<file path="config.mk">
export PLATFORM = sky130hd
export DESIGN_NAME = clk_freq_mon
export DESIGN_NICKNAME = d
export VERILOG_FILES = /design/src/rtl/clk_freq_mon_pkg.sv /design/src/rtl/cfm_sync.sv /design/src/rtl/cfm_edge.sv /design/src/rtl/cfm_counter.sv /design/src/rtl/clk_freq_mon.sv
export SDC_FILE = /design/constraint.sdc
export NUM_CORES = 1
export LEC_CHECK = 0
export BUFFER_PORTS_ARGS = -buffer_cell sky130_fd_sc_hd__buf_2
export CORE_ASPECT_RATIO = 1.4
export CORE_UTILIZATION = 48
export CTS_CLUSTER_DIAMETER = 200
export CTS_CLUSTER_SIZE = 14
export DETAILED_ROUTE_END_ITERATION = 6
export PLACE_DENSITY = 0.77
export SLEW_MARGIN = 10
export SYNTH_ARGS = -nofsm -noshare
export SYNTH_HDL_FRONTEND = slang
export SYNTH_HIERARCHICAL = 1
export SYNTH_SLANG_ARGS = --single-unit
</file>
<file path="constraint.sdc">
create_clock -name clk -period 1.9 [get_ports clk]
set_input_delay 0.38 -clock clk [delete_from_list [all_inputs] [get_ports clk]]
set_output_delay 0.38 -clock clk [all_outputs]
set_load 0.03 [all_outputs]
</file>
<file path="src/rtl/clk_freq_mon_pkg.sv">
package clk_freq_mon_pkg;
   typedef enum logic [1:0] {
      EDG_RISE    = 2'b00,
      EDG_FALL    = 2'b01,
      EDG_ANY     = 2'b10,
      EDG_ANY_ALT = 2'b11
   } edge_mode_e;

   localparam logic [2:0] A_CTRL  = 3'd0;
   localparam logic [2:0] A_UPPER = 3'd1;
   localparam logic [2:0] A_LOWER = 3'd2;
   localparam logic [2:0] A_STAT  = 3'd3;
   localparam logic [2:0] A_IEN   = 3'd4;
   localparam logic [2:0] A_CAPT  = 3'd5;

   localparam int CTRL_EN  = 0;
   localparam int CTRL_SEL = 1;
   localparam int CTRL_EDG = 2;
endpackage

</file>
<file path="src/rtl/cfm_sync.sv">
module cfm_sync #(
   parameter int STAGES = 2
) (
   input  logic clk,
   input  logic rst_n,
   input  logic d_i,
   output logic q_o
);
   if (STAGES < 2) begin : g_bad
      $error("cfm_sync: STAGES must be at least 2");
   end

   logic [STAGES-1:0] sh_q;

   always_ff @(posedge clk or negedge rst_n) begin
      if (!rst_n) sh_q <= '0;
      else        sh_q <= {sh_q[STAGES-2:0], d_i};
   end

   assign q_o = sh_q[STAGES-1];
endmodule

</file>
<file path="src/rtl/cfm_edge.sv">
module cfm_edge
   import clk_freq_mon_pkg::*;
(
   input  logic       clk,
   input  logic       rst_n,
   input  logic       lvl_i,
   input  edge_mode_e mode_i,
   output logic       pulse_o
);
   logic prev_q;

   always_ff @(posedge clk or negedge rst_n) begin
      if (!rst_n) prev_q <= 1'b0;
      else        prev_q <= lvl_i;
   end

   logic rise, fall;
   assign rise = lvl_i & ~prev_q;
   assign fall = ~lvl_i & prev_q;

   always_comb begin
      case (mode_i)
         EDG_RISE: pulse_o = rise;
         EDG_FALL: pulse_o = fall;
         default:  pulse_o = rise | fall;
      endcase
   end
endmodule

</file>
<file path="src/rtl/cfm_counter.sv">
module cfm_counter #(
   parameter int CNT_W = 16
) (
   input  logic             clk,
   input  logic             rst_n,
   input  logic             en_i,
   input  logic             edge_i,
   input  logic [CNT_W-1:0] upper_i,
   input  logic [CNT_W-1:0] lower_i,
   output logic             run_o,
   output logic [CNT_W-1:0] cnt_o,
   output logic [CNT_W-1:0] cap_o,
   output logic             cap_stb_o,
   output logic             cap_bad_o
);
   localparam logic [CNT_W-1:0] CNT_MAX = '1;

   always_ff @(posedge clk or negedge rst_n) begin
      if (!rst_n) begin
         run_o     <= 1'b0;
         cnt_o     <= '0;
         cap_o     <= '0;
         cap_stb_o <= 1'b0;
         cap_bad_o <= 1'b0;
      end else if (!en_i) begin
         run_o     <= 1'b0;
         cnt_o     <= '0;
         cap_stb_o <= 1'b0;
      end else begin
         cap_stb_o <= 1'b0;
         if (edge_i) begin
            cnt_o <= '0;
            if (run_o) begin
               cap_o     <= cnt_o;
               cap_stb_o <= 1'b1;
               cap_bad_o <= (cnt_o > upper_i) || (cnt_o < lower_i);
            end else begin
               run_o <= 1'b1;
            end
         end else if (run_o && cnt_o != CNT_MAX) begin
            cnt_o <= cnt_o + 1'b1;
         end
      end
   end
endmodule

</file>
<file path="src/rtl/clk_freq_mon.sv">
module clk_freq_mon
   import clk_freq_mon_pkg::*;
#(
   parameter int CNT_W       = 16,
   parameter int SYNC_STAGES = 2
) (
   input  logic             clk,
   input  logic             rst_n,
   input  logic             ref_pin_i,
   input  logic             ref_int_i,
   input  logic             bus_wr_i,
   input  logic [2:0]       bus_addr_i,
   input  logic [CNT_W-1:0] bus_wdata_i,
   output logic [CNT_W-1:0] bus_rdata_o,
   output logic             irq_end_o,
   output logic             irq_err_o
);
   localparam int N_REF = 2;

   if (CNT_W < 4) begin : g_bad_w
      $error("clk_freq_mon: CNT_W must be at least 4");
   end

   // configuration registers
   logic             meas_en, ref_sel;
   logic [1:0]       edge_sel, ien_q;
   logic [CNT_W-1:0] upper_q, lower_q;
   logic             flag_end, flag_err;

   // datapath
   logic [N_REF-1:0] ref_raw, ref_syn;
   logic             ref_lvl, ref_edge, cnt_run, cap_stb, cap_bad;
   logic [CNT_W-1:0] cnt_val, cap_val;

   assign ref_raw = {ref_int_i, ref_pin_i};

   for (genvar g = 0; g < N_REF; g++) begin : g_sync
      cfm_sync #(.STAGES(SYNC_STAGES)) u_sync (
         .clk   (clk),
         .rst_n (rst_n),
         .d_i   (ref_raw[g]),
         .q_o   (ref_syn[g])
      );
   end

   assign ref_lvl = ref_sel ? ref_syn[1] : ref_syn[0];

   cfm_edge u_edge (
      .clk     (clk),
      .rst_n   (rst_n),
      .lvl_i   (ref_lvl),
      .mode_i  (edge_mode_e'(edge_sel)),
      .pulse_o (ref_edge)
   );

   cfm_counter #(.CNT_W(CNT_W)) u_cnt (
      .clk       (clk),
      .rst_n     (rst_n),
      .en_i      (meas_en),
      .edge_i    (ref_edge),
      .upper_i   (upper_q),
      .lower_i   (lower_q),
      .run_o     (cnt_run),
      .cnt_o     (cnt_val),
      .cap_o     (cap_val),
      .cap_stb_o (cap_stb),
      .cap_bad_o (cap_bad)
   );

   logic wr_ctrl, wr_stat;
   assign wr_ctrl = bus_wr_i && bus_addr_i == A_CTRL;
   assign wr_stat = bus_wr_i && bus_addr_i == A_STAT;

   always_ff @(posedge clk or negedge rst_n) begin
      if (!rst_n) begin
         meas_en  <= 1'b0;
         ref_sel  <= 1'b0;
         edge_sel <= 2'b00;
         upper_q  <= '0;
         lower_q  <= '0;
         ien_q    <= 2'b00;
      end else if (bus_wr_i) begin
         if (wr_ctrl) begin
            meas_en  <= bus_wdata_i[CTRL_EN];
            ref_sel  <= bus_wdata_i[CTRL_SEL];
            edge_sel <= bus_wdata_i[CTRL_EDG+1:CTRL_EDG];
         end
         if (bus_addr_i == A_UPPER) upper_q <= bus_wdata_i;
         if (bus_addr_i == A_LOWER) lower_q <= bus_wdata_i;
         if (bus_addr_i == A_IEN)   ien_q   <= bus_wdata_i[1:0];
      end
   end

   // status flags: a new capture wins over a simultaneous clear
   always_ff @(posedge clk or negedge rst_n) begin
      if (!rst_n) begin
         flag_end <= 1'b0;
         flag_err <= 1'b0;
      end else begin
         if (cap_stb)                         flag_end <= 1'b1;
         else if (wr_stat && bus_wdata_i[0])  flag_end <= 1'b0;
         if (cap_stb && cap_bad)              flag_err <= 1'b1;
         else if (wr_stat && bus_wdata_i[1])  flag_err <= 1'b0;
      end
   end

   assign irq_end_o = flag_end & ien_q[0];
   assign irq_err_o = flag_err & ien_q[1];

   always_comb begin
      bus_rdata_o = '0;
      case (bus_addr_i)
         A_CTRL:  bus_rdata_o[3:0] = {edge_sel, ref_sel, meas_en};
         A_UPPER: bus_rdata_o = upper_q;
         A_LOWER: bus_rdata_o = lower_q;
         A_STAT:  bus_rdata_o[1:0] = {flag_err, flag_end};
         A_IEN:   bus_rdata_o[1:0] = ien_q;
         A_CAPT:  bus_rdata_o = cap_val;
         default: bus_rdata_o = '0;
      endcase
   end
endmodule

</file>
==> flow_summary.toml, run 1 <==
[setup_path]
critPathLaunchType = "flip-flop"
path_class = "reg2out"
cp-end-kind = "primary output"
cp_max_fo = 3
cpMaxStageDelayCell = "mux4_2"
arrival_ps = 1630
required_ps = 1520
critPathTopFamily = "multiplexers"
critPathLaunch = "flag_end$_DFFE_PN0P_"
max_stage_delay_ps = 470
rr_startpoint = "ref_sel$_DFFE_PN0P_"
crit_chain = "mux4_2 -> mux2_2 -> buf_6"
worst-path-buf-inv = 1

[power_and_ir_drop]
power.density_nw_per_um2 = 940
p_leak_uw = 0.00286
ir_drop_mv = 0.695

[synthesis]
yosysSeqAreaShare_pct = 44.5
yosys.cell_types.count = 55
yosysMostFrequentCell = "dfrtp_1"
synth_edf_count = 0
synth_area_leaders = "dfrtp_1, mux2_2, ha_1"
yosysWarnings = 6
synthArstFlopShare_pct = 100
ys.flop_type = "dfrtp_1"
synth_top_area_cell = "dfrtp_1"
syn_inst = 428
syn-cell-area_um2 = 4500
ys_seq_elements = 80
synthTopCellsByCount = "dfrtp_1, nand2_1, mux2_2, inv_1, ha_1"
avgSynthCellArea_um2 = 10.5
syn_nets = 486
synth_top_area_share_pct = 44.5

[global_routing]
grt_overflow = 0
track_usage_pct = 25.7
grt_pass1_wl_um = 19100
grt_max_degree = 54
grt_pass1_vias = 3922
antenna_found_initial = 0

[floorplanning]
die_x_um = 83.9
dieHeight_um = 117
rows = 41
coreArea_um2 = 9080
pin_count = 42
initial_core_util_pct = 49.6
design.die.area_um2 = 9780

[sta]
layout_setup_ws_ps = -115
clock.fmax_mhz = 496
hold_violations = 0
tightest_slew_ps = 437
setup-tns-final_ps = -138
finalCritPeriodShare_pct = 106
drv_slew = 0
skew_ps = 7.85
slew_headroom_pct = 70.9
rsz0062_at_grt = "true"
setup_viol = 2
layout_min_cycle_time_ps = 2010

[cts]
cts_tree = "yes"
cts.sinks = 80
cts_root_buf = "clkbuf_16"
cts_made_buffers = 9
clockBufferDepth = 2
clk_pin_slew_ps = 60
clk_latency_ps = 350
htreeDepth = 3

[finish]
n_fill_cell = 627
fin_nets = 578
drive_above_1_share_pct = 41.1
multiInputGateArea_um2 = 2690
area_growth_pct = 36.5
final-instance-count-excl-fill = 632
final_util_pct = 67.7
n_antenna_cell = 0
seq_area_um2 = 2010

[worst_hold_path]
hold_class = "in2reg"
min-delay-start = "ref_int_i"

[run_status]
outcome = "finished, violations left"
failed_checks = "design-rule violations, negative setup slack"

[drt]
drcViolationCount = 3
drt-total-wl_um = 12500
vias = 3829
drt.antenna.violating_nets = 0
vias_per_cell = 6.06
drt_pass1_iterations = 7
drt_iter0_drc = 285
wl_per_cell_um = 19.8

[flow_run]
maxCapViolCount = 0

[place]
port_buffers = 41
placedCellCount = 602
dp_hpwl_um = 8340
place.gp.congestion = 0.856
## flip-flops by register name (all words and copies together) (netlist names)
name                count
u_cnt/cap_o            16
g_sync.u_sync/sh_q      4
meas_en                 1
ien_q                   2
ref_sel                 1
flag_end                1
u_cnt/cap_bad_o         1
edge_sel                2
u_cnt/run_o             1
lower_q                16
u_cnt/cap_stb_o         1
u_edge/prev_q           1
flag_err                1
upper_q                16
u_cnt/cnt_o            16
## cells by family after synthesis
kind of cell               after synthesis  share of synthesized area (%)
adders and majority gates               34                           9.45
and+or+nand+nor                        124                           14.5
muxes                                   50                           12.6
buffers and inverters                   54                           5.00
xor gates and xnor gates                 5                          0.973
AOI/OAI and AO/OA                       81                           13.0
DFF                                     80                           44.5
## cell usage in the layout (no fill, tap or decap), drive strengths merged, types with 2 or more instances in the layout
cell / n
mux2: 42
a221o: 2
or4: 4
and4: 2
dfrtp: 80
or3: 5
o21ai: 11
nor2b: 4
o21a: 3
buf: 93
nor4b: 2
clkinv: 3
bufinv: 4
nand4: 6
o2111ai: 2
nand2: 61
inv: 36
nand2b: 3
ha: 34
nor4: 2
nor3: 3
and4bb: 2
o31ai: 4
and3: 3
mux2i: 7
xor2: 4
a21o: 3
o211ai: 6
a21oi: 17
and2: 2
nand3: 10
nor2: 12
clkbuf: 14
o2bb2ai: 13
a22oi: 14
## metal layers
| metal | part of all wire (%) | vias to the layer above | track usage, % |
|---|---|---|---|
| li1 | - | 1726 | - |
| met1 | 38 | 1890 | 28.5 |
| met2 | 51 | 156 | 46.1 |
| met3 | 5.3 | 57 | 4.31 |
| met4 | 5.9 | 0 | 16.2 |
| met5 | 0 | - | 0 |
## timing repair
action	in CTS	in global routing
gates cloned	0	3
buffers inserted	2	8
pin swaps	1	26
gates resized for setup	15	59
endpoints found under the hold margin	27	0
hold buffers	1	0
endpoints found under the setup margin	14	36
## report_power, final
part           internal [µW]  leakage, µW  switching (µW)  total [µW]
Sequential              1940      0.00102             245        2190
Combinational            700      0.00166             741        1440
Clock                   1450     0.000182             700        2150
Total                   4090      0.00286            1680        5780
## through the flow
stage | cell area [µm²] | setup slack, ps | power (µW) | hold slack (ps)
finish | 6150 | -115 | 5780 | 139
global route | 6150 | -156 | 6000 | 130
global placement | 5370 | 5.98 | 3320 | 315
detailed placement | 5370 | -55.0 | 3380 | 325
CTS | 5800 | -130 | 5590 | 132
floorplan | 4710 | -53.4 | 2930 | 84.4
## cell type report
| class | instances | share of cell area [%] |
|---|---|---|
| Multi-Input combinational cell | 294 | 43.8 |
| Timing Repair Buffer | 98 | 13.1 |
| Clock inverter | 6 | 2.12 |
| Sequential cell | 80 | 32.6 |
| Tap cell | 107 | 2.18 |
| Inverter | 37 | 2.26 |
| Clock buffer | 10 | 3.89 |
## final timing paths
path | to | slack [ps] | depth (start not counted)
worst max-delay path | bus_rdata_o[0] | -110 | 3
worst min-delay path | g_sync[1].u_sync/sh_q[0]$_DFF_PN0_ | 140 | 1
worst max register to register | u_cnt/cap_o[5]$_DFFE_PN0P_ | 0 | 10
worst min register to register | g_sync[1].u_sync/sh_q[1]$_DFF_PN0_ | 350 | 0
max in group asynchronous | u_cnt/cnt_o[1]$_DFFE_PN0P_ | 780 | 3
min in group asynchronous | lower_q[13]$_DFFE_PN0P_ | 500 | 2
(Power assumes the default switching activity.)
==> run 2, diff against run 1 <==
--- a/config.mk
+++ b/config.mk
@@ -5,6 +5,7 @@
 export SDC_FILE = /design/constraint.sdc
 export NUM_CORES = 1
 export LEC_CHECK = 0
+export ABC_AREA = 1
 export BUFFER_PORTS_ARGS = -buffer_cell sky130_fd_sc_hd__buf_2
 export CORE_ASPECT_RATIO = 1.4
 export CORE_UTILIZATION = 48
==> flow_summary.toml, run 2 <==
[run_status]
outcome = "finished, violations left"
failed_checks = "negative setup slack"

[finish]
n_antenna_cell = 0
drive_above_1_share_pct = 19.2
seq_area_um2 = 2000
multiInputGateArea_um2 = 2440
final_util_pct = 60.3
final_cell_mix = "nand2_1, dfrtp_1, inv_1"
area_growth_pct = 20.5
n_fill_cell = 845
final_common_cell = "nand2_1"
fin_nets = 752

[cts]
cts_made_buffers = 9
cts.sinks = 80
cts_tree = "yes"
clk_pin_slew_ps = 60
hold_buffers = 0
clockBufferDepth = 2
clk_latency_ps = 340
cts_root_buf = "clkbuf_16"
htreeDepth = 3

[sta]
clock.fmax_mhz = 522
slew_headroom_pct = 69.7
layout_min_cycle_time_ps = 1920
layout_setup_ws_ps = -16.6
setup_viol = 1
finalCritPeriodShare_pct = 101
tightest_slew_ps = 453
drv_slew = 0
hold_violations = 0
rsz0062_at_grt = "true"
whs_ps = 43.2
skew_ps = 7.78

[setup_path]
arrival_ps = 2140
required_ps = 2130
critPathLaunchType = "flip-flop"
crit_chain = "inv_2 -> nand2_2 -> nand2_2 -> inv_2 -> ha_4 -> inv_2 -> nand2_2 -> nand3_4 -> inv_4 -> nor3_4 -> inv_4 -> clkbuf_16 -> nand2_2 -> o21ai_1"
worst-path-buf-inv = 6
cp-end-kind = "flip-flop"
critPathTopFamily = "simple AND/OR/NAND/NOR gates"
cpMaxStageDelayCell = "dfrtp_1"
ff2ff_setup_slack_ps = -20
max_stage_delay_ps = 400
crit_top_cell = "nand2_2"
path_class = "reg2reg"
cp_max_fo = 6

[global_routing]
track_usage_pct = 25.7
grt_overflow = 0
grt_pass1_wl_um = 20300
grt_pass1_vias = 4402
grt_max_degree = 81
antenna_found_initial = 0

[synthesis]
yosysSeqAreaShare_pct = 41.8
yosysWarnings = 6
synth_top_area_cell = "dfrtp_1"
yosysMostFrequentCell = "nand2_1"
synth_area_leaders = "dfrtp_1, nand2_1, ha_1"
syn-cell-area_um2 = 4790
yosys.cell_types.count = 30
syn_inst = 631
synth_edf_count = 0
syn_nets = 689
synth_top_area_share_pct = 41.8
ys.flop_type = "dfrtp_1"
synthTopCellsByCount = "nand2_1, dfrtp_1, inv_1, nand3_1, o21ai_0"
ys_seq_elements = 80
synthArstFlopShare_pct = 100
avgSynthCellArea_um2 = 7.59

[power_and_ir_drop]
power.density_nw_per_um2 = 886
ir_drop_mv = 0.484
p_leak_uw = 0.00297

[drt]
wl_met2_um = 6780
drt_pass1_iterations = 5
wl_met3_um = 551
vias = 4440
drcViolationCount = 0
wl_met1_um = 4910
drt.antenna.violating_nets = 0
wl_per_cell_um = 15.5
top_layer = "met4"
vias_per_cell = 5.34
drt_iter0_drc = 347
drt-total-wl_um = 12900

[place]
detailedPlace.worstSlack_ps = -36.3
dp_hpwl_um = 8890
port_buffers = 41
place.gp.congestion = 0.888

[worst_hold_path]
hold_class = "in2async"

[floorplanning]
die_x_um = 86.4
pin_count = 42
coreArea_um2 = 9560
initial_core_util_pct = 50.1
rows = 42
design.die.area_um2 = 10400
dieHeight_um = 120

[flow_run]
maxCapViolCount = 0
## run 2: cell types whose count changed in the layout (fill, tap and decap cells not counted), moves of 7 or more
cell,change
nand2_1,+171
mux2_2,-41
inv_1,+37
nand3_1,+37
buf_4,-28
o21ai_0,+22
o21ai_1,+19
nor2_1,+15
a22oi_1,-13
o2bb2ai_4,-10
nand2_2,+9
nor3_1,+7
## run 2: area by class of cell
class,instances,area share [%]
clock buffer,11,4.21
clock inverter,5,1.39
inverter,81,5.49
multi-input combinational,454,42.3
sequential,80,34.7
tap,132,2.86
timing repair buffer,68,9.06
## run 2: metal layers
layer	global-route usage [%]	vias up
li1	-	2138
met1	27.4	2089
met2	46.3	167
met3	3.89	46
met4	17.0	0
met5	0	-
## run 2: timing repair
action	4_1_cts	5_1_grt
pin swaps	2	7
endpoints found under the setup margin	17	34
gates cloned	0	4
resized for setup	3	47
setup buffers	1	3
## run 2: through the flow
stage          total power [µW]  area [µm²]  setup TNS (ps)  cells
3_3_place_gp               3040        5250               0    807
6_report                   5110        5770           -16.6    831
3_5_place_dp               3090        5250            -298    807
2_1_floorplan              2720        4800               0    631
4_1_cts                    5000        5590               0    824
5_1_grt                    5330        5770           -1470    831
## run 2: path summary, 6_finish.rpt
check	startpoint	endpoint	cells after the start
setup / recovery	ref_sel$_DFFE_PN0P_	u_cnt/cap_o[6]$_DFFE_PN0P_	14
hold / removal	rst_n	ref_sel$_DFFE_PN0P_	2
setup reg to reg	ref_sel$_DFFE_PN0P_	u_cnt/cap_o[6]$_DFFE_PN0P_	14
hold reg to reg	g_sync[1].u_sync/sh_q[0]$_DFF_PN0_	g_sync[1].u_sync/sh_q[1]$_DFF_PN0_	0
max in group asynchronous	rst_n	u_cnt/cnt_o[1]$_DFFE_PN0P_	2
min in group clk	ref_pin_i	g_sync[0].u_sync/sh_q[0]$_DFF_PN0_	1
## run 2: cells by family (layout without fill, tap and decap cells)
family	count (synthesis)	in the layout	share of synthesized area, %
AO/OA/AOI/OAI	75	75	8.12
XOR/XNOR	3	3	0.549
adder cells (fa/ha/maj)	34	34	8.88
buffers and inverters	97	165	9.12
flip-flops	80	80	41.8
AND/OR/NAND/NOR	342	342	31.5
## run 2: power breakdown
group / internal, µW / switching [µW] / total, µW
Clock: 1180 / 699 / 1880
Combinational: 429 / 708 / 1140
Sequential: 1900 / 189 / 2090
==> run 3, diff against run 2 <==
--- a/config.mk
+++ b/config.mk
@@ -13,6 +13,7 @@
 export CTS_CLUSTER_SIZE = 14
 export DETAILED_ROUTE_END_ITERATION = 6
 export PLACE_DENSITY = 0.77
+export RECOVER_POWER = 100
 export SLEW_MARGIN = 10
 export SYNTH_ARGS = -nofsm -noshare
 export SYNTH_HDL_FRONTEND = slang
==> flow_summary.toml, run 3 (synthesis results as in run 2) <==
[finish]
fin_nets = 752
drive_above_1_share_pct = 19.2
final_common_cell = "nand2_1"
final-instance-count-excl-fill = 831
n_fill_cell = 847
final_cell_mix = "nand2_1, dfrtp_1, inv_1"
area_growth_pct = 20.2
n_antenna_cell = 0

[sta]
clock.fmax_mhz = 522
rsz0062_at_grt = "true"
slew_headroom_pct = 27.2
setup_viol = 1
tightest_slew_ps = 1090
layout_min_cycle_time_ps = 1910
hold_violations = 0
layout_setup_ws_ps = -14.9
drv_slew = 0
skew_ps = 7.78
finalCritPeriodShare_pct = 101

[run_status]
outcome = "finished, violations left"
failed_checks = "negative setup slack"

[setup_path]
arrival_ps = 2140
crit_top_cell = "nand2_2"
crit_chain = "inv_2 -> nand2_2 -> nand2_2 -> inv_2 -> ha_4 -> inv_2 -> nand2_2 -> nand3_4 -> inv_4 -> nor3_4 -> inv_4 -> clkbuf_16 -> nand2_2 -> o21ai_1"
worst-path-buf-inv = 6
required_ps = 2130
critPathLaunchType = "flip-flop"
cp-end-kind = "flip-flop"
path_depth = 14
max_stage_delay_ps = 400
worstRegToRegCells = 14
critPathTopFamily = "simple AND/OR/NAND/NOR gates"
path_class = "reg2reg"
ff2ff_setup_slack_ps = -10
cp_max_fo = 6
cpMaxStageDelayCell = "dfrtp_1"

[global_routing]
track_usage_pct = 25.7
grt_pass1_wl_um = 20300
antenna_found_initial = 0
grt_pass1_vias = 4402
grt_overflow = 0
grt_max_degree = 81

[worst_hold_path]
hold_class = "in2reg"
hold_path_depth = 1

[drt]
vias = 4439
drt_pass1_iterations = 5
drcViolationCount = 0
vias_per_cell = 5.34
drt-total-wl_um = 12800
drt.antenna.violating_nets = 0
wl_per_cell_um = 15.5
drt_iter0_drc = 347

[cts]
clk_pin_slew_ps = 60
cts_made_buffers = 9
cts.sinks = 80
cts_tree = "yes"
clockBufferDepth = 2
cts_root_buf = "clkbuf_16"
clk_latency_ps = 340
htreeDepth = 3

[place]
detailedPlace.worstSlack_ps = -36.3
place.gp.congestion = 0.888
port_buffers = 41
placedCellCount = 807
dp_hpwl_um = 8890

[power_and_ir_drop]
clkPwrFrac_pct = 36.9
netSwitchingPower_uw = 1600
swShare_pct = 31.2
p_leak_uw = 0.00297
power.density_nw_per_um2 = 887
finalPower_uw = 5110
p_int_uw = 3510
combinationalPowerShare_pct = 22.2
ir_drop_mv = 0.484
seqPwrFrac_pct = 40.9

[floorplanning]
rows = 42
dieHeight_um = 120
design.die.area_um2 = 10400
pin_count = 42
initial_core_util_pct = 50.1
die_x_um = 86.4
coreArea_um2 = 9560

[flow_run]
maxCapViolCount = 0
run 3: cell types whose count changed in the layout (fill, tap and decap cells not counted), sizes merged:
cell    change
buf         -2
clkbuf      +2
run 3: routing by layer:
| metal | vias up | wire length (µm) | track usage [%] |
|---|---|---|---|
| li1 | 2138 | - | - |
| met1 | 2088 | 4920 | 27.4 |
| met3 | 46 | 543 | 3.89 |
| met2 | 167 | 6780 | 46.3 |
| met5 | - | 0 | 0 |
| met4 | 0 | 612 | 17.0 |
run 3: power groups by stage:
stage                     Clock (µW)  Sequential [µW]  Combinational, µW
final                           1880             2090               1130
after global routing            1960             2110               1250
after CTS                       1900             2080               1020
after detailed placement           0             2110                984
after global placement             0             2100                938
after floorplan                    0             2040                677
run 3: repair_timing:
action,4_1_cts,5_1_grt
setup endpoints to repair,17,34
hold buffers,0,0
pin swaps,2,7
gates resized for setup,3,47
gates cloned,0,4
setup buffers,1,3
run 3: worst paths after layout:
check / start / end
worst min register to register: g_sync[1].u_sync/sh_q[0]$_DFF_PN0_ / g_sync[1].u_sync/sh_q[1]$_DFF_PN0_
worst min-delay path: ref_pin_i / g_sync[0].u_sync/sh_q[0]$_DFF_PN0_
max in group asynchronous: rst_n / u_cnt/cnt_o[1]$_DFFE_PN0P_
min in group asynchronous: rst_n / ref_sel$_DFFE_PN0P_
worst max register to register: ref_sel$_DFFE_PN0P_ / u_cnt/cap_o[6]$_DFFE_PN0P_
worst max-delay path: ref_sel$_DFFE_PN0P_ / u_cnt/cap_o[6]$_DFFE_PN0P_
run 3: final cells by class:
type	count	area (µm²)	area share (%)
clock buffer	11	243	4.22
clock inverter	5	80.1	1.39
inverter	81	317	5.50
multi-input combinational	454	2440	42.4
sequential	80	2000	34.8
tap	132	165	2.87
timing repair buffer	68	510	8.87
run 3: worst register-to-register path, stage by stage (launching register included):
cell and delay [ps]:
dfrtp_1 400, inv_2 70, nand2_2 50, nand2_2 70, inv_2 40, ha_4 200
inv_2 40, nand2_2 50, nand3_4 130, inv_4 50, nor3_4 240, inv_4 110
clkbuf_16 180, nand2_2 70, o21ai_1 70
run 3: per-stage QoR:
stage	hold WS (ps)	utilization (%)	cell area, µm²	TNS, ps
after detailed placement	336	54.9	5250	-298
after CTS	78.3	58.5	5590	0
after floorplan	84.4	-	4800	0
final	143	60.2	5760	-14.9
after global placement	335	54.9	5250	0
after global routing	135	60.2	5760	-1470
